$ cat config.mk
export PLATFORM = sky130hd
export DESIGN_NAME = segalu_top
export DESIGN_NICKNAME = d
export VERILOG_FILES = /design/src/rtl/segalu_pkg.sv /design/src/rtl/segalu_bus_sync.sv /design/src/rtl/segalu_operand_bank.sv /design/src/rtl/segalu_slice_engine.sv /design/src/rtl/segalu_top.sv
export SDC_FILE = /design/constraint.sdc
export NUM_CORES = 1
export LEC_CHECK = 0
export BUFFER_PORTS_ARGS = -buffer_cell sky130_fd_sc_hd__clkbuf_2
export CAP_MARGIN = 10
export CORE_ASPECT_RATIO = 2
export CORE_MARGIN = 4
export CORE_UTILIZATION = 38
export DETAILED_ROUTE_END_ITERATION = 10
export GPL_ROUTABILITY_DRIVEN = 0
export SYNTH_ARGS = -nofsm -noshare
export SYNTH_HDL_FRONTEND = slang
export SYNTH_SLANG_ARGS = --single-unit
export TNS_END_PERCENT = 100
$ cat constraint.sdc
create_clock -name clk -period 11 [get_ports clk]
set_input_delay 0.55 -clock clk [delete_from_list [all_inputs] [get_ports clk]]
set_output_delay 0.55 -clock clk [all_outputs]
set_load 0.05 [all_outputs]
$ cat src/rtl/segalu_pkg.sv
// Shared parameters, select codes, operation codes and the bus request type
// for the segmented ALU. Assumes the word is at most three 8-bit segments wide.
package segalu_pkg;
    localparam int WORD_W = 22;
    localparam int SEG_W  = 8;
    localparam int NSEG   = (WORD_W + SEG_W - 1) / SEG_W;
    localparam int TOP_W  = WORD_W - SEG_W * (NSEG - 1);
    localparam int SEG_CW = $clog2(NSEG);
    localparam int OP_W   = 6;
    localparam int SEL_W  = 4;

    typedef enum logic [SEL_W-1:0] {
        SEL_IDLE = 4'd0,
        SEL_OPA  = 4'd1,
        SEL_OPB  = 4'd2,
        SEL_RES  = 4'd3,
        SEL_CMD  = 4'd4
    } dev_sel_e;

    localparam logic [OP_W-1:0] OP_ADD = 6'h01;
    localparam logic [OP_W-1:0] OP_SUB = 6'h02;
    localparam logic [OP_W-1:0] OP_AND = 6'h08;
    localparam logic [OP_W-1:0] OP_OR  = 6'h09;
    localparam logic [OP_W-1:0] OP_XOR = 6'h0A;

    typedef struct packed {
        logic [SEL_W-1:0] sel;
        logic             wr;
        logic [SEG_W-1:0] data;
    } bus_req_t;
endpackage

$ cat src/rtl/segalu_bus_sync.sv
// Registers one bus access so that select decode and data are aligned to clk.
// Assumes the host holds each access for one clock.
module segalu_bus_sync
    import segalu_pkg::*;
(
    input  logic     clk,
    input  logic     rst_n,
    input  bus_req_t req_i,
    output bus_req_t req_o
);
    // Capture the access; idle after reset.
    always_ff @(posedge clk) begin
        if (!rst_n) req_o <= '0;
        else        req_o <= req_i;
    end
endmodule

$ cat src/rtl/segalu_operand_bank.sv
// One operand store: bytes written in sequence from the lowest segment,
// pointer wrapping after the top segment. Assumes wr_i and clr_i never coincide.
module segalu_operand_bank #(
    parameter int NS  = segalu_pkg::NSEG,
    parameter int SW  = segalu_pkg::SEG_W,
    localparam int PW = (NS > 1) ? $clog2(NS) : 1
) (
    input  logic           clk,
    input  logic           rst_n,
    input  logic           wr_i,
    input  logic           clr_i,
    input  logic [SW-1:0]  wdata_i,
    output logic [NS*SW-1:0] word_o
);
    logic [PW-1:0] ptr_q;

    // Store the byte at the current pointer and advance or clear the pointer.
    always_ff @(posedge clk) begin
        if (!rst_n) begin
            word_o <= '0;
            ptr_q  <= '0;
        end else if (clr_i) begin
            ptr_q  <= '0;
        end else if (wr_i) begin
            word_o[ptr_q*SW +: SW] <= wdata_i;
            ptr_q <= (ptr_q == PW'(NS-1)) ? '0 : ptr_q + 1'b1;
        end
    end
endmodule

$ cat src/rtl/segalu_slice_engine.sv
// Sequences one 8-bit slice over all segments, lowest first, keeping the carry
// in a register between segments. The top segment is masked to its valid bits.
// Flags settle on the last segment. Assumes start_i only arrives while idle.
module segalu_slice_engine
    import segalu_pkg::*;
(
    input  logic                  clk,
    input  logic                  rst_n,
    input  logic                  start_i,
    input  logic [OP_W-1:0]       op_i,
    input  logic [NSEG*SEG_W-1:0] a_i,
    input  logic [NSEG*SEG_W-1:0] b_i,
    output logic                  busy_o,
    output logic [NSEG*SEG_W-1:0] res_o,
    output logic                  zero_o,
    output logic                  ovf_o
);
    localparam logic [SEG_W-1:0] TOP_MASK = SEG_W'((1 << TOP_W) - 1);

    logic [OP_W-1:0]   op_q;
    logic [SEG_CW-1:0] seg_q;
    logic              carry_q, zacc_q;
    logic              is_top, is_sub, is_add, cout;
    logic [SEG_W-1:0]  mask, a_m, b_m, b_eff, slice_res;
    logic [SEG_W:0]    sum;

    // Slice datapath for the current segment.
    always_comb begin
        is_top = (seg_q == SEG_CW'(NSEG - 1));
        is_sub = (op_q == OP_SUB);
        is_add = (op_q == OP_ADD);
        mask   = is_top ? TOP_MASK : '1;
        a_m    = a_i[seg_q*SEG_W +: SEG_W] & mask;
        b_m    = b_i[seg_q*SEG_W +: SEG_W] & mask;
        b_eff  = (is_sub ? ~b_m : b_m) & mask;
        sum    = {1'b0, a_m} + {1'b0, b_eff} + {{SEG_W{1'b0}}, carry_q};
        cout   = is_top ? sum[TOP_W] : sum[SEG_W];
        case (op_q)
            OP_ADD, OP_SUB: slice_res = sum[SEG_W-1:0];
            OP_AND:         slice_res = a_m & b_m;
            OP_OR:          slice_res = a_m | b_m;
            OP_XOR:         slice_res = a_m ^ b_m;
            default:        slice_res = a_m;
        endcase
        slice_res = slice_res & mask;
    end

    // Segment sequencer, carry chain, result bytes and flags.
    always_ff @(posedge clk) begin
        if (!rst_n) begin
            op_q    <= '0;
            seg_q   <= '0;
            carry_q <= 1'b0;
            zacc_q  <= 1'b0;
            busy_o  <= 1'b0;
            res_o   <= '0;
            zero_o  <= 1'b0;
            ovf_o   <= 1'b0;
        end else if (start_i) begin
            op_q    <= op_i;
            seg_q   <= '0;
            carry_q <= (op_i == OP_SUB);
            zacc_q  <= 1'b1;
            busy_o  <= 1'b1;
        end else if (busy_o) begin
            res_o[seg_q*SEG_W +: SEG_W] <= slice_res;
            carry_q <= cout;
            zacc_q  <= zacc_q & (slice_res == '0);
            if (is_top) begin
                busy_o <= 1'b0;
                zero_o <= zacc_q & (slice_res == '0);
                ovf_o  <= is_add ? cout : (is_sub ? ~cout : 1'b0);
            end else begin
                seg_q <= seg_q + 1'b1;
            end
        end
    end


    busy_window_chk: assert property (@(posedge clk) disable iff (!rst_n)
        $fell(busy_o) |-> ($past(busy_o, 3) && !$past(busy_o, 4)));


    logic_no_ovf_chk: assert property (@(posedge clk) disable iff (!rst_n)
        ($fell(busy_o) && op_q != OP_ADD && op_q != OP_SUB) |-> !ovf_o);


    zero_result_chk: assert property (@(posedge clk) disable iff (!rst_n)
        ($fell(busy_o) && zero_o) |-> (res_o == '0));
endmodule

$ cat src/rtl/segalu_top.sv
// Bus-attached segmented ALU: decodes the registered access into operand loads,
// a start command and result reads, and drops every access while busy.
// Assumes one access per clock at most; dev_sel 0 is idle.
module segalu_top
    import segalu_pkg::*;
(
    input  logic             clk,
    input  logic             rst_n,
    input  logic [SEL_W-1:0] dev_sel,
    input  logic             rw,
    input  logic [SEG_W-1:0] wdata,
    output logic [SEG_W-1:0] rdata,
    output logic             busy,
    output logic             zero_flag,
    output logic             ovf_flag
);
    bus_req_t              req_q;
    logic                  ld_a, ld_b, ld_op, rd_res;
    logic [NSEG*SEG_W-1:0] a_word, b_word, res_word;
    logic [SEG_CW-1:0]     rptr_q;

    segalu_bus_sync u_sync (
        .clk(clk), .rst_n(rst_n),
        .req_i('{sel: dev_sel, wr: rw, data: wdata}),
        .req_o(req_q)
    );

    // Decode the registered access; nothing is accepted while busy.
    always_comb begin
        ld_a   = !busy && req_q.wr  && (req_q.sel == SEL_OPA);
        ld_b   = !busy && req_q.wr  && (req_q.sel == SEL_OPB);
        ld_op  = !busy && req_q.wr  && (req_q.sel == SEL_CMD);
        rd_res = !busy && !req_q.wr && (req_q.sel == SEL_RES);
    end

    segalu_operand_bank u_bank_a (
        .clk(clk), .rst_n(rst_n), .wr_i(ld_a), .clr_i(ld_op),
        .wdata_i(req_q.data), .word_o(a_word)
    );

    segalu_operand_bank u_bank_b (
        .clk(clk), .rst_n(rst_n), .wr_i(ld_b), .clr_i(ld_op),
        .wdata_i(req_q.data), .word_o(b_word)
    );

    segalu_slice_engine u_engine (
        .clk(clk), .rst_n(rst_n), .start_i(ld_op),
        .op_i(req_q.data[OP_W-1:0]), .a_i(a_word), .b_i(b_word),
        .busy_o(busy), .res_o(res_word), .zero_o(zero_flag), .ovf_o(ovf_flag)
    );

    // Result read-back register and its byte pointer.
    always_ff @(posedge clk) begin
        if (!rst_n) begin
            rdata  <= '0;
            rptr_q <= '0;
        end else if (ld_op) begin
            rptr_q <= '0;
        end else if (rd_res) begin
            rdata  <= res_word[rptr_q*SEG_W +: SEG_W];
            rptr_q <= (rptr_q == SEG_CW'(NSEG - 1)) ? '0 : rptr_q + 1'b1;
        end
    end


    busy_hold_rd_chk: assert property (@(posedge clk) disable iff (!rst_n)
        busy |=> ($stable(rptr_q) && $stable(rdata)));


    busy_hold_opnd_chk: assert property (@(posedge clk) disable iff (!rst_n)
        busy |=> ($stable(a_word) && $stable(b_word)));
endmodule

==> results of run 1 <==
worst min path at each step:
stage	from	to	depth (start not counted)
finish	rw	u_sync.req_o[8]$_SDFF_PN0_	2
global route	dev_sel[2]	u_sync.req_o[11]$_SDFF_PN0_	2
CTS	dev_sel[1]	u_sync.req_o[10]$_SDFF_PN0_	2
detailed placement	u_bank_a.word_o[21]$_SDFFE_PN0P_	u_bank_a.word_o[21]$_SDFFE_PN0P_	2
global placement	u_bank_a.word_o[22]$_SDFFE_PN0P_	u_bank_a.word_o[22]$_SDFFE_PN0P_	2
floorplan	u_bank_a.word_o[0]$_SDFFE_PN0P_	u_bank_a.word_o[0]$_SDFFE_PN0P_	2
flip-flops by register name (all words and copies together) (netlist names):
name              cells
u_bank_b.ptr_q        2
u_engine.zacc_q       1
u_engine.busy_o       1
rptr_q                2
u_bank_a.ptr_q        2
rdata                 8
u_bank_b.word_o      24
u_sync.req_o         13
u_engine.op_q         6
u_engine.carry_q      1
u_engine.zero_o       1
u_engine.res_o       24
u_bank_a.word_o      24
u_engine.seg_q        2
u_engine.ovf_o        1
worst max-delay path, stage by stage, from the launching register on:
cell and delay (ns):
dfxtp_1 0.31, buf_4 0.24, nor2b_1 0.80, nand2_1 0.09, o21ai_0 0.20, xor2_1 0.26
fa_1 0.25, inv_1 0.06, fa_1 0.42, a211o_1 0.33, a21oi_1 0.20, o21a_1 0.20
a21oi_1 0.06, a311o_1 0.31, mux2i_1 0.18, o21ai_0 0.09
cells by family after synthesis:
kind of cell / Yosys count
flip-flops: 112
multiplexers: 39
AO/OA/AOI/OAI: 159
XOR/XNOR: 12
adder cells (fa/ha/maj): 39
buffers and inverters: 70
AND/OR/NAND/NOR: 276
metrics by stage:
stage	hold WS, ns	util, %	cells
global placement	0.4423	39.94	896
finish	0.3879	41.84	912
detailed placement	0.4497	39.94	896
CTS	0.3844	41.84	912
floorplan	0.4301	-	707
global route	0.3861	41.84	912
report_power, final:
part,switching [W],total [W],internal (W),leakage (nW)
combinational,0.0000175,0.0000306,0.0000131,1.23
sequential,0.00000726,0.000416,0.000409,0.906
clock,0.000167,0.000327,0.000160,0.136
total,0.000192,0.000774,0.000582,2.27
cell type report:
type | instances | area, um2
well taps | 201 | 251.5
flip-flops and latches | 112 | 2242
inverters | 30 | 112.6
clock inverters | 7 | 75.07
repair buffers | 28 | 147.6
clock buffers | 9 | 225.2
fillers | 1610 | 9176
multi-input cells | 525 | 3547
placed cells by master (no fill, tap or decap), types with 23 or more instances in the layout:
| master | n |
|---|---|
| a21boi_0 | 43 |
| and2_1 | 26 |
| clkbuf_2 | 25 |
| dfxtp_1 | 112 |
| ha_1 | 37 |
| inv_1 | 30 |
| mux2i_1 | 35 |
| nand2_1 | 100 |
| nand3_1 | 53 |
| nor2_1 | 23 |
| nor2b_1 | 27 |
per-layer routing:
| layer | wire length (um) | track usage [%] |
|---|---|---|
| met4 | 518 | 7.787 |
| met3 | 438 | 2.357 |
| met5 | 0 | 0 |
| met1 | 5618 | 16.55 |
| met2 | 8855 | 34.11 |
==> impl_metrics.tcl, run 1 <==
set metrics [dict create \
    hp-class "in -> reg" \
    drtIter0Drc 170 \
    num_rows 65 \
    crit_end "u_engine.ovf_o$_SDFFE_PN0P_" \
    core_mm2 0.01578 \
    clkTransAtPathRegs_ns 0.08 \
    drcViolationCount 0 \
    drive_gt1_share_pct 8.439 \
    ys_types 61 \
    crit_arrival_ns 4.38 \
    yosysTopAreaCell "dfxtp_1" \
    clock_latency_ns 0.36 \
    netlist_instances 707 \
    maxCapViolCount 0 \
    setup_viol 0 \
    initial_utilization_pct 38.49 \
    area_growth_pct 8.716 \
    crit_path_end_kind "flop" \
    crit_required_ns 11.25 \
    grt-ovfl-total 0 \
    n_antenna_cell 0 \
    grtUsageTotal_pct 17.01 \
    leakage_nw 2.268 \
    cts_tree "built" \
    dpl_cell_area_mm2 0.006301 \
    hpwl_um 11910 \
    synth_compound_area_share_pct 18.98 \
    fin_setup_tns_ns 0 \
    critPathLaunchType "flop" \
    synth-edff-count 0 \
    io_pins 26 \
    outcome "completed" \
    r2r_cells 15 \
    fmax_ghz 0.2422 \
    path_class "reg -> reg" \
    async_flop_share_pct 0 \
    grt_pass1_vias 4965 \
    finalInstanceArea_mm2 0.006601 \
    path_max_fanout 25 \
    drv_slew 0 \
    yosysWarnings 0 \
    port_buffers 25 \
    netlist_area_mm2 0.006072 \
    r2r-start "u_engine.seg_q[0]$_SDFFE_PP0P_" \
    wirelength_um 15430 \
    synth_flop_cell "dfxtp_1" \
    dieArea_mm2 0.01819 \
    timing.reg2reg.setup_slack_ns 6.87 \
    synth_simple_gate_area_share_pct 22.91 \
    rsz0062_at_grt "false" \
    synth_top_family_by_area "simple AND/OR/NAND/NOR gates" \
    cts_max_path_buffers 2 \
    yosys-top-cells-count "dfxtp_1, nand2_1, nand3_1, a21boi_0, ha_1" \
    synth_seq_area_share_pct 36.93 \
    dr.pass1.iters 4 \
    finClkSkew_ns 0.01443 \
    powerDensity_mw_per_mm2 117.2 \
    antenna_found_initial 0 \
    numCtsBuffers 9 \
    yosys.cell_count.top_type "dfxtp_1" \
    nets 760 \
    power_w 0.0007736 \
    setup_slack_ns 6.870 \
    cts_root_buf "clkbuf_16" \
    synth_mux_area_share_pct 6.511 \
    vias 4954 \
    crit_start "u_engine.seg_q[0]$_SDFFE_PP0P_" \
    synth_fa_ha_area_share_pct 8.284 \
    netlist_top_cells_area "dfxtp_1, ha_1, nand2_1" \
    fin_crit_sh_pct 37.54 \
    htreeDepth 3 \
    pre_cts_ws_ns 6.906 \
    yosysTopAreaCellShare_pct 36.93 \
    syn_area_per_cell_um2 8.589 \
    grt_pass1_wl_um 25250 \
    final-hold-violation-count 0 \
    worst_pin_slew_ns 1.129 \
    wl_per_cell_um 16.92 \
    synth_xor_area_share_pct 1.731 \
    irDropWorstVdd_uv 62.00 \
    die_h_um 186.8 \
    cts_resized 0 \
    grt_max_degree 108 \
    drtAntennaViolNets 0 \
    hold_buffers 0 \
    fin_crit_ns 4.130 \
    cts_setup_buffers 0 \
    viasPerCell 5.432 \
    syn_nets 761 \
    timing.rr.end "u_engine.ovf_o$_SDFFE_PN0P_" \
    cts.sinks 112 \
    fp.dieW_um 97.39 \
    synth-seq-cells 112 \
    maxSlewHeadroom_pct 24.51 \
]
(Power assumes the default switching activity.)
==> inputs of run 2 (changes only) <==
==> constraint.sdc (replaced) <==
create_clock -name clk -period 3.7 [get_ports clk]
set_input_delay 0.185 -clock clk [delete_from_list [all_inputs] [get_ports clk]]
set_output_delay 0.185 -clock clk [all_outputs]
set_load 0.05 [all_outputs]
==> impl_metrics.tcl, run 2 (same netlist as run 1, synthesis figures left out) <==
set metrics [dict create \
    nFillCells 1594 \
    cts_tree "built" \
    fin_crit_sh_pct 90.48 \
    grtUsageTotal_pct 18.01 \
    htreeDepth 3 \
    cts.sinks 112 \
    layout.cells.most_common_list "dfxtp_1, nand2_1, nand3_1, a21boi_0, ha_1" \
    crit_arrival_ns 3.59 \
    powerDensity_mw_per_mm2 361.1 \
    cts_max_path_buffers 2 \
    path_max_fanout 12 \
    drive_gt1_share_pct 10.33 \
    fin_cells 927 \
    wirelength_um 16120 \
    port_buffers 25 \
    wl_per_cell_um 17.39 \
    hpwl_um 12610 \
    fin_setup_tns_ns 0 \
    drv_slew 0 \
    fp.dieW_um 97.39 \
    crit_required_ns 3.94 \
    initial_utilization_pct 38.49 \
    max_stage_delay_ns 0.43 \
    crit_path_end_kind "flop" \
    fmax_ghz 0.2987 \
    rsz0062_at_grt "false" \
    dieArea_mm2 0.01819 \
    final-seq-area_mm2 0.002243 \
    irDropWorstVdd_uv 191.5 \
    dpl_cell_area_mm2 0.006414 \
    cts_setup_buffers 0 \
    drtIter0Drc 149 \
    crit_chain "nor2b_1 -> nand2_1 -> o21ai_0 -> xor2_1 -> fa_1 -> inv_1 -> fa_1 -> a211o_1 -> a21oi_1 -> o21a_1 -> a21oi_1 -> a311o_1 -> mux2i_1 -> o21ai_0" \
    maxSlewHeadroom_pct 28.32 \
    grt_max_degree 78 \
    vias 5016 \
    final_common_cell "dfxtp_1" \
    outcome "completed" \
    leakage_nw 2.370 \
    hp-class "in -> reg" \
    cts_root_buf "clkbuf_16" \
    setup_viol 0 \
    n_antenna_cell 0 \
    numCtsBuffers 9 \
    area_growth_pct 11.15 \
    viasPerCell 5.411 \
    dr.pass1.iters 5 \
    finalInstanceArea_mm2 0.006749 \
    final-hold-violation-count 0 \
    finClkSkew_ns 0.01951 \
    critPathLaunchType "flop" \
    grt_pass1_vias 5233 \
    grt_pass1_wl_um 26230 \
    clkTransAtPathRegs_ns 0.09 \
    nets 775 \
    num_rows 65 \
    antenna_found_initial 0 \
    dpl.cell_count 911 \
    core_mm2 0.01578 \
    cp_slowest_cell "dfxtp_2" \
    die_h_um 186.8 \
    fin_crit_ns 3.348 \
    worst_pin_slew_ns 1.073 \
    io_pins 26 \
    path_class "reg -> reg" \
    hold_buffers 0 \
    multi_input_area_mm2 0.003547 \
    drtAntennaViolNets 0 \
    drcViolationCount 0 \
    clock_latency_ns 0.37 \
    grt-ovfl-total 0 \
    maxCapViolCount 0 \
    top_regs "u_bank_a.word_o: 24 flops, u_bank_b.word_o: 24 flops, u_engine.res_o: 24 flops" \
]
run 2: cell count changes in the layout (fill, tap and decap cells not counted), sizes merged:
cell and delta:
buf +15, inv +1, clkbuf +1, clkinvlp -3
bufinv +2, clkinv -1
run 2: what timing repair did:
item | CTS | global route
hold endpoints to repair | 0 | 0
resized for setup | 0 | 1
setup endpoints to repair | 0 | 6
run 2: layer usage:
layer,part of all wire (%),vias up,global-route usage [%]
met3,2.6,51,2.581
met2,56,106,35.64
met5,0,-,0
li1,-,2485,-
met1,36,2374,16.61
met4,5.9,0,11.15
run 2: critical path, delay by kind of cell (launching register included):
kind                     cells  cell delay [ns]
AND/OR/NAND/NOR              2             0.33
buffers and inverters        1             0.06
flip-flops                   1             0.43
XOR/XNOR                     1             0.25
AO/OA/AOI/OAI                7             1.33
adder cells (fa/ha/maj)      2             0.66
multiplexers                 1             0.15
run 2: power breakdown:
part           internal, W  switching, W
registers          0.00121     0.0000222
logic            0.0000402     0.0000537
clock network     0.000611      0.000496
total              0.00187      0.000571
run 2: stage by stage:
stage          utilization [%]  total power [W]  setup slack, ns  hold slack (ns)
2_1_floorplan                -         0.001324           0.1617           0.3123
3_3_place_gp             40.65         0.001358           0.4060           0.3919
3_5_place_dp             40.65         0.001360           0.2861           0.3950
4_1_cts                  42.77         0.002452           0.2274          0.01441
5_1_grt                  42.78         0.002510          0.04284         0.009584
6_report                 42.78         0.002437           0.3522          0.01752
run 2: cell type report:
class,instances,share of cell area (%)
multi-input cells,525,52.56
well taps,201,3.726
clock buffers,10,3.393
repair buffers,43,3.856
flip-flops and latches,112,33.24
inverters,30,1.669
clock inverters,6,1.557
run 2: final timing paths:
kind / slack, ns / depth (start not counted) / from / end
min reg2reg: 0.46 / 2 / u_bank_a.word_o[5]$_SDFFE_PN0P_ / u_bank_a.word_o[5]$_SDFFE_PN0P_
max: 0.35 / 14 / u_engine.seg_q[1]$_SDFFE_PP0P_ / u_engine.ovf_o$_SDFFE_PN0P_
max reg2reg: 0.35 / 14 / u_engine.seg_q[1]$_SDFFE_PP0P_ / u_engine.ovf_o$_SDFFE_PN0P_
min: 0.02 / 2 / wdata[0] / u_sync.req_o[0]$_SDFF_PN0_
==> inputs of run 3 (changes only) <==
--- a/config.mk
+++ b/config.mk
@@ -7,11 +7,14 @@
 export LEC_CHECK = 0
 export BUFFER_PORTS_ARGS = -buffer_cell sky130_fd_sc_hd__clkbuf_2
 export CAP_MARGIN = 10
+export CELL_PAD_IN_SITES_DETAIL_PLACEMENT = 1
+export CELL_PAD_IN_SITES_GLOBAL_PLACEMENT = 1
 export CORE_ASPECT_RATIO = 2
 export CORE_MARGIN = 4
 export CORE_UTILIZATION = 38
 export DETAILED_ROUTE_END_ITERATION = 10
 export GPL_ROUTABILITY_DRIVEN = 0
+export PLACE_DENSITY_LB_ADDON = 0.1
 export SYNTH_ARGS = -nofsm -noshare
 export SYNTH_HDL_FRONTEND = slang
 export SYNTH_SLANG_ARGS = --single-unit
==> impl_metrics.tcl, run 3 (same netlist as run 1, synthesis figures left out) <==
set metrics [dict create \
    outcome "completed" \
    antenna_found_initial 0 \
    dpl_cell_area_mm2 0.006429 \
    cts_tree "built" \
    maxCapViolCount 0 \
    drv_slew 0 \
    switching_share_pct 24.36 \
    hp-class "in -> reg" \
    fin_crit_sh_pct 91.07 \
    critPathLaunchType "flop" \
    cp_slowest_cell "or4_1" \
    core_mm2 0.01578 \
    crit_arrival_ns 3.61 \
    grt_max_degree 68 \
    dr.pass1.iters 4 \
    crit_chain "buf_4 -> mux2i_1 -> nor2_1 -> a21oi_1 -> buf_4 -> inv_1 -> ha_1 -> or4_1 -> o22ai_1 -> mux2i_1 -> o22ai_1 -> o221ai_1 -> a21oi_1" \
    drtAntennaViolNets 0 \
    fin_setup_tns_ns 0 \
    numCtsBuffers 9 \
    irDropWorstVdd_uv 205.8 \
    hpwl_um 14240 \
    dieArea_mm2 0.01819 \
    viasPerCell 5.427 \
    grt-ovfl-total 0 \
    drcViolationCount 0 \
    max_stage_delay_ns 0.47 \
    port_buffers 25 \
    grt_pass1_vias 5496 \
    drive_gt1_share_pct 10.58 \
    fin_crit_ns 3.370 \
    cts_root_buf "clkbuf_16" \
    cts_setup_buffers 0 \
    layout.cells.most_common_list "dfxtp_1, nand2_1, nand3_1, a21boi_0, ha_1" \
    clkTransAtPathRegs_ns 0.09 \
    cts.sinks 112 \
    combPwrFrac_pct 4.0 \
    timing.reg2reg.setup_slack_ns 0.33 \
    io_pins 26 \
    initial_utilization_pct 38.49 \
    path_max_fanout 14 \
    drtIter0Drc 121 \
    die_h_um 186.8 \
    fp.dieW_um 97.39 \
    powerDensity_mw_per_mm2 352.2 \
    setup_viol 0 \
    n_antenna_cell 0 \
    vias 5042 \
    final_common_cell "dfxtp_1" \
    maxSlewHeadroom_pct 28.97 \
    num_rows 65 \
    area_growth_pct 11.04 \
    nets 777 \
    wl_per_cell_um 19.21 \
    hold_buffers 0 \
    fmax_ghz 0.2968 \
    crit_required_ns 3.94 \
    leakage_nw 2.373 \
    nFillCells 1913 \
    grt_pass1_wl_um 28880 \
    intPower_w 0.001796 \
    cts_max_path_buffers 2 \
    path_class "reg -> reg" \
    clockPowerShare_pct 43.9 \
    cts_resized 0 \
    finClkSkew_ns 0.01859 \
    finalInstanceArea_mm2 0.006743 \
    switchingPower_w 0.0005785 \
    worst_pin_slew_ns 1.063 \
    htreeDepth 3 \
    grtUsageTotal_pct 20.12 \
    wirelength_um 17840 \
    clock_latency_ns 0.37 \
    rsz0062_at_grt "false" \
    seqPwrFrac_pct 52.1 \
    top_regs "u_bank_a.word_o: 24 flops, u_bank_b.word_o: 24 flops, u_engine.res_o: 24 flops" \
    crit_path_end_kind "flop" \
    final-hold-violation-count 0 \
]
run 3: path summary, 6_finish.rpt:
path,from,endpoint,depth (start not counted)
hold / removal,wdata[0],u_sync.req_o[0]$_SDFF_PN0_,2
setup reg to reg,u_engine.seg_q[0]$_SDFFE_PP0P_,u_engine.zacc_q$_SDFFE_PN0P_,13
setup / recovery,u_engine.seg_q[0]$_SDFFE_PP0P_,u_engine.zacc_q$_SDFFE_PN0P_,13
hold reg to reg,u_bank_a.word_o[20]$_SDFFE_PN0P_,u_bank_a.word_o[20]$_SDFFE_PN0P_,2
run 3: area by class of cell:
cell class	instances	area [um2]	share of cell area [%]
multi-input combinational	525	3547	52.61
sequential	112	2242	33.25
timing repair buffer	45	275.3	4.082
tap	201	251.5	3.730
clock buffer	9	225.2	3.340
inverter	30	112.6	1.670
clock inverter	7	88.84	1.317
run 3: worst max-delay path, delay by kind of cell, from the launching register on:
kind	cells	cell delay, ns
compound gates	5	0.96
fa+ha+maj	1	0.25
buf+inv	3	0.53
flops	1	0.44
mux	2	0.53
simple gates	2	0.52
run 3: metrics by stage:
step	util [%]	std cells	total power [W]	setup slack (ns)	hold WS (ns)
2_1_floorplan	-	707	0.001324	0.1617	0.3123
3_3_place_gp	40.75	913	0.001361	0.3622	0.3898
3_5_place_dp	40.75	913	0.001364	0.2338	0.3954
4_1_cts	42.74	929	0.002403	0.2160	0.006583
5_1_grt	42.74	929	0.002459	0.01963	0.01389
6_report	42.74	929	0.002375	0.3305	0.01379
run 3: power groups by stage:
stage,Combinational [W],Clock [W],Sequential (W)
final,0.0000959,0.00104,0.00124
after global routing,0.000108,0.00111,0.00124
after CTS,0.0000986,0.00107,0.00124
after detailed placement,0.0000982,0,0.00127
after global placement,0.0000948,0,0.00127
after floorplan,0.0000743,0,0.00125
run 3: routing by layer:
| layer | track usage, % | up-vias | part of all wire, % |
|---|---|---|---|
| li1 | - | 2496 | - |
| met1 | 18.55 | 2436 | 35 |
| met2 | 39.79 | 67 | 58 |
| met3 | 2.507 | 43 | 1.7 |
| met4 | 13.07 | 0 | 6.0 |
| met5 | 0 | - | 0 |
